### src/rtl/tw_pkg.sv
package tw_pkg;

    localparam int BYTE_W     = 8;
    localparam int MAX_BYTES  = 4;
    localparam int DATA_W     = BYTE_W * MAX_BYTES;
    localparam int HW_ADDR_W  = 12;
    localparam int IDX_W      = 4;
    localparam int BCNT_W     = 4;
    localparam int NB_W       = 3;

    localparam logic [7:0] CMD_RD8   = 8'h8B;
    localparam logic [7:0] CMD_RD16  = 8'h9C;
    localparam logic [7:0] CMD_RD32  = 8'hA6;
    localparam logic [7:0] CMD_WR8   = 8'h4E;
    localparam logic [7:0] CMD_WR16  = 8'h59;
    localparam logic [7:0] CMD_WR32  = 8'h63;
    localparam logic [7:0] CMD_SETRT = 8'hE8;

    typedef enum logic [2:0] {
        SYM_START,
        SYM_TX,
        SYM_RX,
        SYM_ACK,
        SYM_STOP
    } sym_kind_e;

    typedef enum logic [1:0] {
        OP_NONE,
        OP_READ,
        OP_WRITE,
        OP_SETRT
    } op_e;

    typedef struct packed {
        op_e            op;
        logic [NB_W-1:0] nbytes;
    } cmd_info_t;

    typedef struct packed {
        sym_kind_e   kind;
        logic [7:0]  val;
        logic [1:0]  lane;
    } sym_t;

    // Parity bit that makes nine bits carry an odd count of ones
    function automatic logic odd_par(input logic [7:0] b);
        return ~^b;
    endfunction

    function automatic cmd_info_t decode_cmd(input logic [7:0] c);
        cmd_info_t r;
        r.op     = OP_NONE;
        r.nbytes = '0;
        case (c)
            CMD_RD8:   begin r.op = OP_READ;  r.nbytes = 3'd1; end
            CMD_RD16:  begin r.op = OP_READ;  r.nbytes = 3'd2; end
            CMD_RD32:  begin r.op = OP_READ;  r.nbytes = 3'd4; end
            CMD_WR8:   begin r.op = OP_WRITE; r.nbytes = 3'd1; end
            CMD_WR16:  begin r.op = OP_WRITE; r.nbytes = 3'd2; end
            CMD_WR32:  begin r.op = OP_WRITE; r.nbytes = 3'd4; end
            CMD_SETRT: begin r.op = OP_SETRT; r.nbytes = 3'd0; end
            default:   begin r.op = OP_NONE;  r.nbytes = 3'd0; end
        endcase
        return r;
    endfunction

endpackage

### src/rtl/tw_sym_gen.sv
// Maps a symbol index within the frame to what goes on the wire at that slot.
module tw_sym_gen
    import tw_pkg::*;
(
    input  cmd_info_t              info,
    input  logic [IDX_W-1:0]       idx,
    input  logic [7:0]             cmd,
    input  logic [7:0]             rt_addr,
    input  logic [7:0]             reg_addr,
    input  logic [HW_ADDR_W-1:0]   hw_addr,
    input  logic [DATA_W-1:0]      wdata,
    output sym_t                   sym
);
    logic [IDX_W-1:0] data_idx;
    logic             in_data;
    logic             at_ack;

    assign data_idx = idx - IDX_W'(4);
    assign in_data  = ({1'b0, idx} < (5'd4 + {2'b00, info.nbytes}));
    assign at_ack   = ({1'b0, idx} == (5'd4 + {2'b00, info.nbytes}));

    always_comb begin
        sym.kind = SYM_STOP;
        sym.val  = '0;
        sym.lane = '0;
        if (idx == IDX_W'(0)) begin
            sym.kind = SYM_START;
        end else if (idx == IDX_W'(1)) begin
            sym.kind = SYM_TX;
            sym.val  = cmd;
        end else if (info.op == OP_SETRT) begin
            case (idx)
                IDX_W'(2): begin sym.kind = SYM_TX; sym.val = {4'b0000, hw_addr[11:8]}; end
                IDX_W'(3): begin sym.kind = SYM_TX; sym.val = hw_addr[7:0]; end
                IDX_W'(4): begin sym.kind = SYM_TX; sym.val = rt_addr; end
                IDX_W'(5): sym.kind = SYM_ACK;
                default:   sym.kind = SYM_STOP;
            endcase
        end else if (idx == IDX_W'(2)) begin
            sym.kind = SYM_TX;
            sym.val  = rt_addr;
        end else if (idx == IDX_W'(3)) begin
            sym.kind = SYM_TX;
            sym.val  = reg_addr;
        end else if (in_data) begin
            sym.lane = data_idx[1:0];
            if (info.op == OP_READ) begin
                sym.kind = SYM_RX;
            end else begin
                sym.kind = SYM_TX;
                sym.val  = wdata[{data_idx[1:0], 3'b000} +: 8];
            end
        end else if (at_ack && info.op == OP_WRITE) begin
            sym.kind = SYM_ACK;
        end
    end
endmodule

### src/rtl/tw_rx_lanes.sv
// Shared input shifter with one byte store and parity flag per lane.
module tw_rx_lanes
    import tw_pkg::*;
#(
    parameter int LANES = 4,
    localparam int LW   = (LANES > 1) ? $clog2(LANES) : 1
)(
    input  logic                 clk,
    input  logic                 rst,
    input  logic                 clr,
    input  logic                 sample,
    input  logic                 last,
    input  logic [LW-1:0]        lane,
    input  logic                 sda_i,
    output logic [LANES*8-1:0]   rdata,
    output logic [LANES-1:0]     err
);
    logic [7:0] sh_q;

    always_ff @(posedge clk) begin
        if (rst || clr) begin
            sh_q <= '0;
        end else if (sample && !last) begin
            sh_q <= {sh_q[6:0], sda_i};
        end
    end

    for (genvar g = 0; g < LANES; g++) begin : g_lane
        logic [7:0] byte_q;
        logic       err_q;
        always_ff @(posedge clk) begin
            if (rst || clr) begin
                byte_q <= '0;
                err_q  <= 1'b0;
            end else if (sample && last && lane == LW'(g)) begin
                byte_q <= sh_q;
                err_q  <= (sda_i != odd_par(sh_q));
            end
        end
        assign rdata[g*8 +: 8] = byte_q;
        assign err[g]          = err_q;
    end

    AST_CLR_FLAGS: assert property (@(posedge clk) disable iff (rst)
        clr |=> (err == '0 && rdata == '0));
endmodule

### src/rtl/tw_frame_engine.sv
module tw_frame_engine
    import tw_pkg::*;
(
    input  logic                  clk,
    input  logic                  rst,
    input  logic                  bit_en,
    input  logic                  abort,
    input  logic                  req,
    input  logic [7:0]            cmd,
    input  logic [7:0]            rt_addr,
    input  logic [7:0]            reg_addr,
    input  logic [HW_ADDR_W-1:0]  hw_addr,
    input  logic [DATA_W-1:0]     wdata,
    input  logic                  sda_i,
    output logic                  scl,
    output logic                  sda_pull,
    output logic                  busy,
    output logic                  done,
    output logic                  ack_err,
    output logic [MAX_BYTES-1:0]  data_err,
    output logic [DATA_W-1:0]     rdata
);
    cmd_info_t              req_info, info_q;
    logic                   req_ok;
    logic [7:0]             cmd_q, rt_q, reg_q;
    logic [HW_ADDR_W-1:0]   hw_q;
    logic [DATA_W-1:0]      wd_q;
    logic                   busy_q, done_q, scl_q, pull_q, ack_err_q, ph_q;
    logic [IDX_W-1:0]       idx_q;
    logic [BCNT_W-1:0]      bcnt_q;
    sym_t                   sym;
    logic                   tick, last_bit, tx_bit, rx_sample;

    assign req_info = decode_cmd(cmd);
    assign req_ok   = req && !busy_q && (req_info.op != OP_NONE) && (rt_addr != 8'h00);

    tw_sym_gen u_sym (
        .info     (info_q),
        .idx      (idx_q),
        .cmd      (cmd_q),
        .rt_addr  (rt_q),
        .reg_addr (reg_q),
        .hw_addr  (hw_q),
        .wdata    (wd_q),
        .sym      (sym)
    );

    assign tick      = bit_en && busy_q;
    assign last_bit  = (bcnt_q == BCNT_W'(8));
    assign tx_bit    = last_bit ? odd_par(sym.val) : sym.val[~bcnt_q[2:0]];
    assign rx_sample = tick && ph_q && (sym.kind == SYM_RX);

    always_ff @(posedge clk) begin
        if (rst) begin
            busy_q    <= 1'b0;
            done_q    <= 1'b0;
            scl_q     <= 1'b1;
            pull_q    <= 1'b0;
            ack_err_q <= 1'b0;
            ph_q      <= 1'b0;
            idx_q     <= '0;
            bcnt_q    <= '0;
            info_q    <= '0;
            cmd_q     <= '0;
            rt_q      <= '0;
            reg_q     <= '0;
            hw_q      <= '0;
            wd_q      <= '0;
        end else begin
            done_q <= 1'b0;
            if (abort) begin
                busy_q <= 1'b0;
                scl_q  <= 1'b1;
                pull_q <= 1'b0;
                ph_q   <= 1'b0;
                idx_q  <= '0;
                bcnt_q <= '0;
            end else if (req_ok) begin
                busy_q    <= 1'b1;
                ack_err_q <= 1'b0;
                ph_q      <= 1'b0;
                idx_q     <= '0;
                bcnt_q    <= '0;
                info_q    <= req_info;
                cmd_q     <= cmd;
                rt_q      <= rt_addr;
                reg_q     <= reg_addr;
                hw_q      <= hw_addr;
                wd_q      <= wdata;
            end else if (tick) begin
                case (sym.kind)
                    SYM_START: begin
                        scl_q  <= 1'b1;
                        pull_q <= 1'b1;
                        idx_q  <= idx_q + IDX_W'(1);
                    end
                    SYM_TX, SYM_RX: begin
                        if (!ph_q) begin
                            scl_q  <= 1'b0;
                            pull_q <= (sym.kind == SYM_TX) ? !tx_bit : 1'b0;
                            ph_q   <= 1'b1;
                        end else begin
                            scl_q <= 1'b1;
                            ph_q  <= 1'b0;
                            if (last_bit) begin
                                bcnt_q <= '0;
                                idx_q  <= idx_q + IDX_W'(1);
                            end else begin
                                bcnt_q <= bcnt_q + BCNT_W'(1);
                            end
                        end
                    end
                    SYM_ACK: begin
                        if (!ph_q) begin
                            scl_q  <= 1'b0;
                            pull_q <= 1'b0;
                            ph_q   <= 1'b1;
                        end else begin
                            scl_q     <= 1'b1;
                            ph_q      <= 1'b0;
                            ack_err_q <= sda_i;
                            idx_q     <= idx_q + IDX_W'(1);
                        end
                    end
                    default: begin
                        case (bcnt_q)
                            BCNT_W'(0): begin
                                scl_q  <= 1'b0;
                                pull_q <= 1'b1;
                                bcnt_q <= BCNT_W'(1);
                            end
                            BCNT_W'(1): begin
                                scl_q  <= 1'b1;
                                bcnt_q <= BCNT_W'(2);
                            end
                            default: begin
                                pull_q <= 1'b0;
                                busy_q <= 1'b0;
                                done_q <= 1'b1;
                                bcnt_q <= '0;
                                idx_q  <= '0;
                            end
                        endcase
                    end
                endcase
            end
        end
    end

    tw_rx_lanes #(.LANES(MAX_BYTES)) u_rx (
        .clk    (clk),
        .rst    (rst),
        .clr    (req_ok),
        .sample (rx_sample),
        .last   (last_bit),
        .lane   (sym.lane),
        .sda_i  (sda_i),
        .rdata  (rdata),
        .err    (data_err)
    );

    assign scl      = scl_q;
    assign sda_pull = pull_q;
    assign busy     = busy_q;
    assign done     = done_q;
    assign ack_err  = ack_err_q;

    AST_IDLE_RELEASED: assert property (@(posedge clk) disable iff (rst)
        !busy_q |-> (scl_q && !pull_q));

    AST_BAD_REQ_DROPPED: assert property (@(posedge clk) disable iff (rst)
        (req && !busy_q && !abort && rt_addr == 8'h00) |=> !busy_q);

    AST_HOLD_WHILE_HIGH: assert property (@(posedge clk) disable iff (rst)
        (busy_q && $past(busy_q) && scl_q && $past(scl_q)
         && (sym.kind inside {SYM_TX, SYM_RX, SYM_ACK})
         && $past(sym.kind) == sym.kind) |-> $stable(pull_q));

    AST_DONE_SINGLE: assert property (@(posedge clk) disable iff (rst)
        done_q |=> !done_q);

    AST_DONE_WITH_IDLE: assert property (@(posedge clk) disable iff (rst)
        $rose(done_q) |-> $fell(busy_q));

    AST_ABORT_RELEASE: assert property (@(posedge clk) disable iff (rst)
        abort |=> (!busy_q && scl_q && !pull_q && !done_q));
endmodule

### config.mk
export PLATFORM = sky130hd
export DESIGN_NAME = tw_frame_engine
export DESIGN_NICKNAME = d
export VERILOG_FILES = /design/src/rtl/tw_pkg.sv /design/src/rtl/tw_sym_gen.sv /design/src/rtl/tw_rx_lanes.sv /design/src/rtl/tw_frame_engine.sv
export SDC_FILE = /design/constraint.sdc
export NUM_CORES = 1
export LEC_CHECK = 0
export CAP_MARGIN = 20
export CELL_PAD_IN_SITES_DETAIL_PLACEMENT = 0
export CELL_PAD_IN_SITES_GLOBAL_PLACEMENT = 1
export CORE_AREA = 2 2 133 135
export DETAILED_ROUTE_END_ITERATION = 8
export DIE_AREA = 0 0 135 137
export GPL_ROUTABILITY_DRIVEN = 0
export HOLD_SLACK_MARGIN = 0.1
export PLACE_DENSITY = 0.81
export RECOVER_POWER = 25
export SETUP_SLACK_MARGIN = 0.1
export SLEW_MARGIN = 30
export SYNTH_ARGS = -nofsm -noshare
export SYNTH_HDL_FRONTEND = slang
export SYNTH_SLANG_ARGS = --single-unit
### constraint.sdc
create_clock -name clk -period 4.2 [get_ports clk]
set_input_delay 1.05 -clock clk [delete_from_list [all_inputs] [get_ports clk]]
set_output_delay 1.05 -clock clk [all_outputs]
set_load 0.01 [all_outputs]
* Word-level counts from Yosys, hierarchy flattened
Index checks and enable logic that the tools add are counted.
** Storage, ports and cells
- Register bits :: 131
- Bits of input ports :: 74
- Output and inout port bits :: 41
- Logic and storage cells :: 164
** Cells by class
- Add/sub/neg operators :: 4
- Magnitude comparators :: 2
- Equal/unequal tests :: 34
- Shift-type cells :: 1
- Muxes and demuxes :: 48
- Bitwise gates (word level) :: 5
- Reduce and logical (&&, ||, !) cells :: 46
** Operators by type and width (count)
- $mux 11 :: 4
- $pmux 5 s7 :: 1
- $eq 8x8->1 const B :: 4
- $shiftx 32x6->8 :: 1
- $eq 8x7->1 const B :: 3
- $mux 4 :: 6
- $pmux 8 s3 :: 1
- $mux 10 :: 2
- $mux 1 :: 16
- $reduce_xnor 8->1 :: 2
- $logic_and 1x1->1 :: 13
- $pmux 4 s3 :: 1
- $mux 2 :: 5
- $ne 2x2->1 const B :: 5
- $reduce_and 5->1 :: 2
- $mux 3 :: 3
- $reduce_and 3->1 :: 3
- $reduce_or 3->1 :: 3
- $add 4x1->4 const B :: 2
- $eq 2x2->1 const B :: 4
- $eq 4x1->1 const B :: 2
- $eq 4x2->1 const B :: 2
- $eq 4x3->1 const B :: 2
- $logic_not 4->1 :: 2
- 33 further kinds :: 51

* Longest topological paths before layout
- Depth in word-level cells :: 17
- Depth in mapped cells :: 14
- Gate-level depth less buffers :: 11

* Cells and area by module
A second synthesis with hierarchy kept.
** Second synthesis, totals
- Cells, all modules :: 804
- Area total of the unflattened synthesis :: 6438.7 µm²
** By module, submodules not included
- tw_frame_engine :: instances 1, cells an instance 450, area an instance 3699.8 µm², seq. area each 1741.7 µm²
- tw_rx_lanes :: instances 1, cells an instance 215, area an instance 1730.4 µm², seq. area each 880.8 µm²
- tw_sym_gen :: instances 1, cells an instance 139, area an instance 1008.5 µm², seq. area each 0.0 µm²

* Least setup slack after synthesis
No wires, ideal clock.
- Kind :: register -> register
- Start point :: reg idx_q[0]
- End point :: reg u_rx.g_lane[3].err_q
- Library setup time :: 128 ps
- Arrival :: 3207 ps
- Required time :: 4072 ps
- Slack :: 865 ps
- Stages on the path, launching flop included :: 15
- Buffers on the path :: 3
- Clock period less this slack :: 3335 ps
- Cells stage by stage :: dfxtp_1 -> buf_2 -> inv_1 -> ha_1 -> nand4_1 -> nor3b_2 -> a32o_2 -> a21oi_2 -> or2_1 -> buf_6 -> or4_4 -> nor3_2 -> buf_6 -> mux2i_1 -> nor2_1
** On the way
- Cells in the longest elaborated chain, start to end :: 13
- Elaborated cells between the ends (all ways) :: 30
- Classes of those cells :: 1 x add/sub; 1 x order compare; 8 x eq/ne; 14 x mux; 6 x reduce/logical
** RTL lines
- from (decl) :: RTL line tw_frame_engine.sv:29 : logic [IDX_W-1:0] idx_q;
- from (signal assigned) :: RTL line tw_frame_engine.sv:95 : idx_q <= idx_q + IDX_W'(1);
- from (signal assigned) :: RTL line tw_frame_engine.sv:107 : idx_q <= idx_q + IDX_W'(1);
- from (signal assigned) :: RTL line tw_frame_engine.sv:122 : idx_q <= idx_q + IDX_W'(1);
- $eq 4x4->1 :: RTL line tw_sym_gen.sv:20 : assign at_ack = ({1'b0, idx} == (5'd4 + {2'b00, info.nbytes}));
- $logic_and 1x1->1 :: RTL line tw_sym_gen.sv:53 : end else if (at_ack && info.op == OP_WRITE) begin
- $mux 3 :: RTL line tw_sym_gen.sv:53
- $mux 3 :: RTL line tw_sym_gen.sv:45 : end else if (in_data) begin
- $mux 11 :: RTL line tw_sym_gen.sv:42 : end else if (idx == IDX_W'(3)) begin
- $mux 11 :: RTL line tw_sym_gen.sv:39 : end else if (idx == IDX_W'(2)) begin
- $mux 11 :: RTL line tw_sym_gen.sv:31 : end else if (info.op == OP_SETRT) begin
- $mux 11 :: RTL line tw_sym_gen.sv:28 : end else if (idx == IDX_W'(1)) begin
- $mux 3 :: RTL line tw_sym_gen.sv:26 : if (idx == IDX_W'(0)) begin
- $eq 3x2->1 :: RTL line tw_frame_engine.sv:51 : assign rx_sample = tick && ph_q && (sym.kind == SYM_RX);
- $logic_and 1x1->1 :: RTL line tw_frame_engine.sv:51
- $logic_and 1x1->1 :: RTL line tw_rx_lanes.sv:35 : end else if (sample && last && lane == LW'(g)) begin
- $logic_and 1x1->1 * :: RTL line tw_rx_lanes.sv:35
- to (signal assigned) :: RTL line tw_rx_lanes.sv:37 : err_q <= (sda_i != odd_par(sh_q));
- to (decl) :: RTL line tw_rx_lanes.sv:30 : logic err_q;
Every way passes the cells marked *; elsewhere a longest branch is shown, timed or not.
A chain may end at the register's enable or synchronous reset.

* Worst setup path after layout
- Start point :: reg idx_q[1]
- End point :: reg u_rx.g_lane[3].byte_q[2]
** On the way
- Cells in the longest elaborated chain, start to end :: 13
- Elaborated cells between the ends (all ways) :: 30
- Classes of those cells :: 1 x add/sub; 1 x order compare; 8 x eq/ne; 14 x mux; 6 x reduce/logical
** RTL lines
- $eq 4x4->1 :: RTL line tw_sym_gen.sv:20
- $logic_and 1x1->1 :: RTL line tw_sym_gen.sv:53
- $mux 3 :: RTL line tw_sym_gen.sv:53
- $mux 3 :: RTL line tw_sym_gen.sv:45
- $mux 11 :: RTL line tw_sym_gen.sv:42
- $mux 11 :: RTL line tw_sym_gen.sv:39
- $mux 11 :: RTL line tw_sym_gen.sv:31
- $mux 11 :: RTL line tw_sym_gen.sv:28
- $mux 3 :: RTL line tw_sym_gen.sv:26
- $eq 3x2->1 :: RTL line tw_frame_engine.sv:51
- $logic_and 1x1->1 :: RTL line tw_frame_engine.sv:51
- $logic_and 1x1->1 :: RTL line tw_rx_lanes.sv:35
- $logic_and 1x1->1 * :: RTL line tw_rx_lanes.sv:35
- to (signal assigned) :: RTL line tw_rx_lanes.sv:36 : byte_q <= sh_q;
- to (decl) :: RTL line tw_rx_lanes.sv:29 : logic [7:0] byte_q;
Marks and branches as above.

==> impl_results.md <==
- Critical path required time: 4.49 ns
- # IOs: 115
- Outcome: completed
- Slew headroom: 45.41%
- Hold_buf cts: 0
- Sequential Area: 2623 um^2
- Dpl hpwl: 12790 um
- CTS tree: done
- Max clock buf depth: 2
- Int Pwr: 2.194 mW
- Pwr Density: 332.9 nW/um^2
- Min-Delay Path Class: flop to flop
- CTS clk-pin slew, worst paths: 0.05 ns
- Largest area contributor in the netlist: dfxtp_1
- Full die area: 18500 um^2
- Flop-to-flop setup slack: 0.63 ns
- NetSw: 0.5833 mW
- Core area: 17060 um^2
- Synthesized area per cell: 8.254 um^2
- Fmax: 0.2802 GHz
- Worst Hold Slack: 0.4540 ns
- Max_cap viols: 0
- Minimum clock period after layout: 3.569 ns
- Row Count: 48
- Net Sw Frac: 21.00%
- WL final: 17610 um
- Cts bufs inserted: 17
- Mapped Cells: 787
- Ant. Diodes: 0
- Final Power: 2.777 mW
- CTS Sinks: 131
- Layout area overhead: 28.43%
- Initial antenna violation count: 0
- RSZ-0062 raised after global routing: no
- # DRC: 0
- Largest net degree at the start of global routing: 76
- PortBufs: 114
- Total negative slack: 0 ns
- Die Wd: 135 um
- Layout Skew: 0.004492 ns
- Crit share post-route: 84.97%
- Layout cells sized above 1: 8.258%
- Final antenna-violating net count: 0
- LEAKAGE: 2.951 nW
- Critical path endpoint category: flop
- Setup WS pre-CTS: 0.3949 ns
- Crit-path max FO: 11
- Clk pwr share: 49.1%
- Setup repair bufs after CTS: 0
- Startpoint Class: flop
- FILL cells: 1705
- Post-synth EDFFs: 0
- Logic gate share of total power: 5.5%
- Clock root buffer master: clkbuf_16
- Post-synth top flop: dfxtp_1
- Proportion of power drawn by flip-flops and latches: 45.4%
- Initial DRC Count: 283
- GR Overflow Total: 0
- Drt pass-1 iters: 4
- Worst-skew pair later-pin latency: 0.42 ns
- Layout Nets: 961
- Synth top area cells: dfxtp_1, nand2_1, a21oi_1
- Crit path DAT: 3.85 ns
- Seq/Total Area, Yosys: 40.37%
- Fin. max-slew vios: 0
- Initial cell density of the core: 38.09%
- Max rail drop VDD: 0.0002803 V
- Async set-or-reset flop fraction in the synthesized netlist: 0%
- H-tree depth: 4
- Mapped Area: 6496 um^2
- Post-route setup slack: 0.6311 ns
- Post-synth top area share: 40.37%
- Ys Warns: 0
- Number of global-route vias before repair: 5706
- Vias: 5781
- Routed vias/inst: 5.213
- Multi-input gate area: 3547 um^2
- Die height: 137 um
- Fin util: 48.91%
- Setup-failing EPs final: 0
- Final Hold Fails: 0
- #FFs+latches synth: 131
- CP Class: flop to flop
- First-pass GRT wire length: 29040 um
- Synth cell types: 77
- Total GRT Usage: 19.99%
- Post-CTS sizing: 0
- Per-cell routed wire length: 15.88 um
- Worst-Margin Slew: 0.8188 ns
- Syn Nets: 872
==> registers in the layout, indices dropped and copies added (netlist names), 4 cells and up <==
name                cells
cmd_q                   8
reg_q                   8
rt_q                    8
idx_q                   4
bcnt_q                  4
u_rx.g_lane.byte_q     32
hw_q                   12
wd_q                   32
u_rx.g_lane.err_q       4
info_q                  5
u_rx.sh_q               8
==> worst paths after layout <==
check,from,to,cells past startpoint
max,idx_q[1]$_SDFFE_PP0P_,u_rx.g_lane[3].byte_q[2]$_SDFFE_PP0P_,12
min,wd_q[1]$_SDFFE_PP0P_,wd_q[1]$_SDFFE_PP0P_,2
max reg2reg,idx_q[1]$_SDFFE_PP0P_,u_rx.g_lane[3].byte_q[2]$_SDFFE_PP0P_,12
min reg2reg,wd_q[1]$_SDFFE_PP0P_,wd_q[1]$_SDFFE_PP0P_,2
==> power by group through the flow <==
stage                     combinational, mW  sequential (mW)  clock [mW]
after floorplan                      0.0601             1.28           0
after global placement                0.154             1.29           0
after detailed placement              0.154             1.29           0
after CTS                             0.155             1.26        1.39
after global routing                  0.166             1.26        1.44
final                                 0.153             1.26        1.36
==> synthesized netlist by cell type, types with 3 or more instances <==
| cell type | count |
|---|---|
| or3_1 | 3 |
| a31oi_1 | 7 |
| nor3_2 | 3 |
| or2_1 | 5 |
| buf_4 | 6 |
| a22oi_1 | 3 |
| o21bai_1 | 3 |
| nand4_1 | 5 |
| nor2_1 | 74 |
| ha_1 | 11 |
| buf_1 | 5 |
| o21ai_0 | 15 |
| a211oi_1 | 3 |
| nor2b_1 | 8 |
| inv_1 | 11 |
| nand3_1 | 15 |
| a21oi_1 | 92 |
| clkbuf_1 | 34 |
| a32oi_1 | 3 |
| buf_2 | 17 |
| or4bb_1 | 4 |
| nor3_1 | 14 |
| nand2_1 | 153 |
| o31ai_1 | 3 |
| mux2i_1 | 46 |
| a32o_1 | 3 |
| nand2b_1 | 7 |
| and2_1 | 5 |
| xnor2_1 | 11 |
| nor4_1 | 4 |
| dfxtp_1 | 131 |
| o211ai_1 | 7 |
| o32ai_1 | 3 |
| o22ai_1 | 8 |
| mux4_2 | 8 |
| xor2_1 | 3 |
==> worst max-delay path, cell delays in order (launching register included) <==
cell and delay, ns:
dfxtp_1 0.54, inv_1 0.16, ha_1 0.35, or2_1 0.29
nor3_1 0.19, or2_1 0.16, a21oi_2 0.07, or2_1 0.31
or4_4 0.61, nor3_2 0.22, buf_4 0.25, mux2i_1 0.22
nor2_1 0.06
==> logic make-up (layout without fill, tap and decap cells) <==
| group | after synthesis | count (layout) | share of synthesized area [%] |
|---|---|---|---|
| DFF | 131 | 131 | 40.37 |
| xor gates and xnor gates | 16 | 16 | 2.485 |
| buffers and inverters | 75 | 172 | 5.239 |
| adders and majority gates | 11 | 11 | 2.119 |
| muxes | 55 | 55 | 10.03 |
| and+or+nand+nor | 317 | 317 | 22.32 |
| AOI/OAI and AO/OA | 182 | 182 | 17.43 |
==> final cells by class <==
cell class                      instances  share of cell area [%]
Tap cell                              225                   3.374
Clock inverter                          5                  0.6599
Multi-Input combinational cell        581                   42.52
Clock buffer                           22                   5.804
Timing Repair Buffer                  134                   15.72
Sequential cell                       131                   31.43
Inverter                               11                  0.4949
==> layer usage <==
metal  routed length [um]  track usage, %  part of all wire, %  vias to the layer above
met5                    0               0                    0                        -
met2                 8240           32.23                   47                      124
met3                  777           4.889                  4.4                       12
li1                     -               -                    -                     2935
met4                  139           5.093                 0.79                        0
met1                 8454           26.92                   48                     2710
==> stage by stage <==
stage,cell area [um^2],cells
after CTS,8343,1109
after global placement,7804,1082
after detailed placement,7804,1082
final,8343,1109
after global routing,8343,1109
after floorplan,6496,787
==> placed cells by master (no fill, tap or decap), types with 3 or more instances in the layout <==
| cell | netlist | routed |
|---|---|---|
| a32o_1 | 3 | 3 |
| mux2i_1 | 46 | 46 |
| nor2_1 | 74 | 73 |
| nand2_1 | 153 | 153 |
| nor4_1 | 4 | 4 |
| nand4_1 | 5 | 5 |
| o21ai_0 | 15 | 15 |
| nor3_1 | 14 | 14 |
| a22oi_1 | 3 | 3 |
| clkbuf_8 | 0 | 4 |
| ha_1 | 11 | 11 |
| and2_1 | 5 | 5 |
| o211ai_1 | 7 | 7 |
| o21bai_1 | 3 | 3 |
| o32ai_1 | 3 | 3 |
| o31ai_1 | 3 | 3 |
| nor3_2 | 3 | 3 |
| inv_1 | 11 | 11 |
| or3_1 | 3 | 3 |
| a211oi_1 | 3 | 3 |
| a32oi_1 | 3 | 3 |
| or2_1 | 5 | 4 |
| dfxtp_1 | 131 | 131 |
| clkbuf_16 | 0 | 17 |
| nor2b_1 | 8 | 8 |
| dlygate4sd3_1 | 0 | 41 |
| xnor2_1 | 11 | 11 |
| clkdlybuf4s50_1 | 0 | 72 |
| a31oi_1 | 7 | 7 |
| or4bb_1 | 4 | 4 |
| buf_4 | 6 | 18 |
| o22ai_1 | 8 | 8 |
| a21oi_1 | 92 | 92 |
| nand2b_1 | 7 | 7 |
| mux4_2 | 8 | 8 |
| xor2_1 | 3 | 3 |
| nand3_1 | 15 | 15 |
No activity file was read; power rests on OpenSTA's default activity.
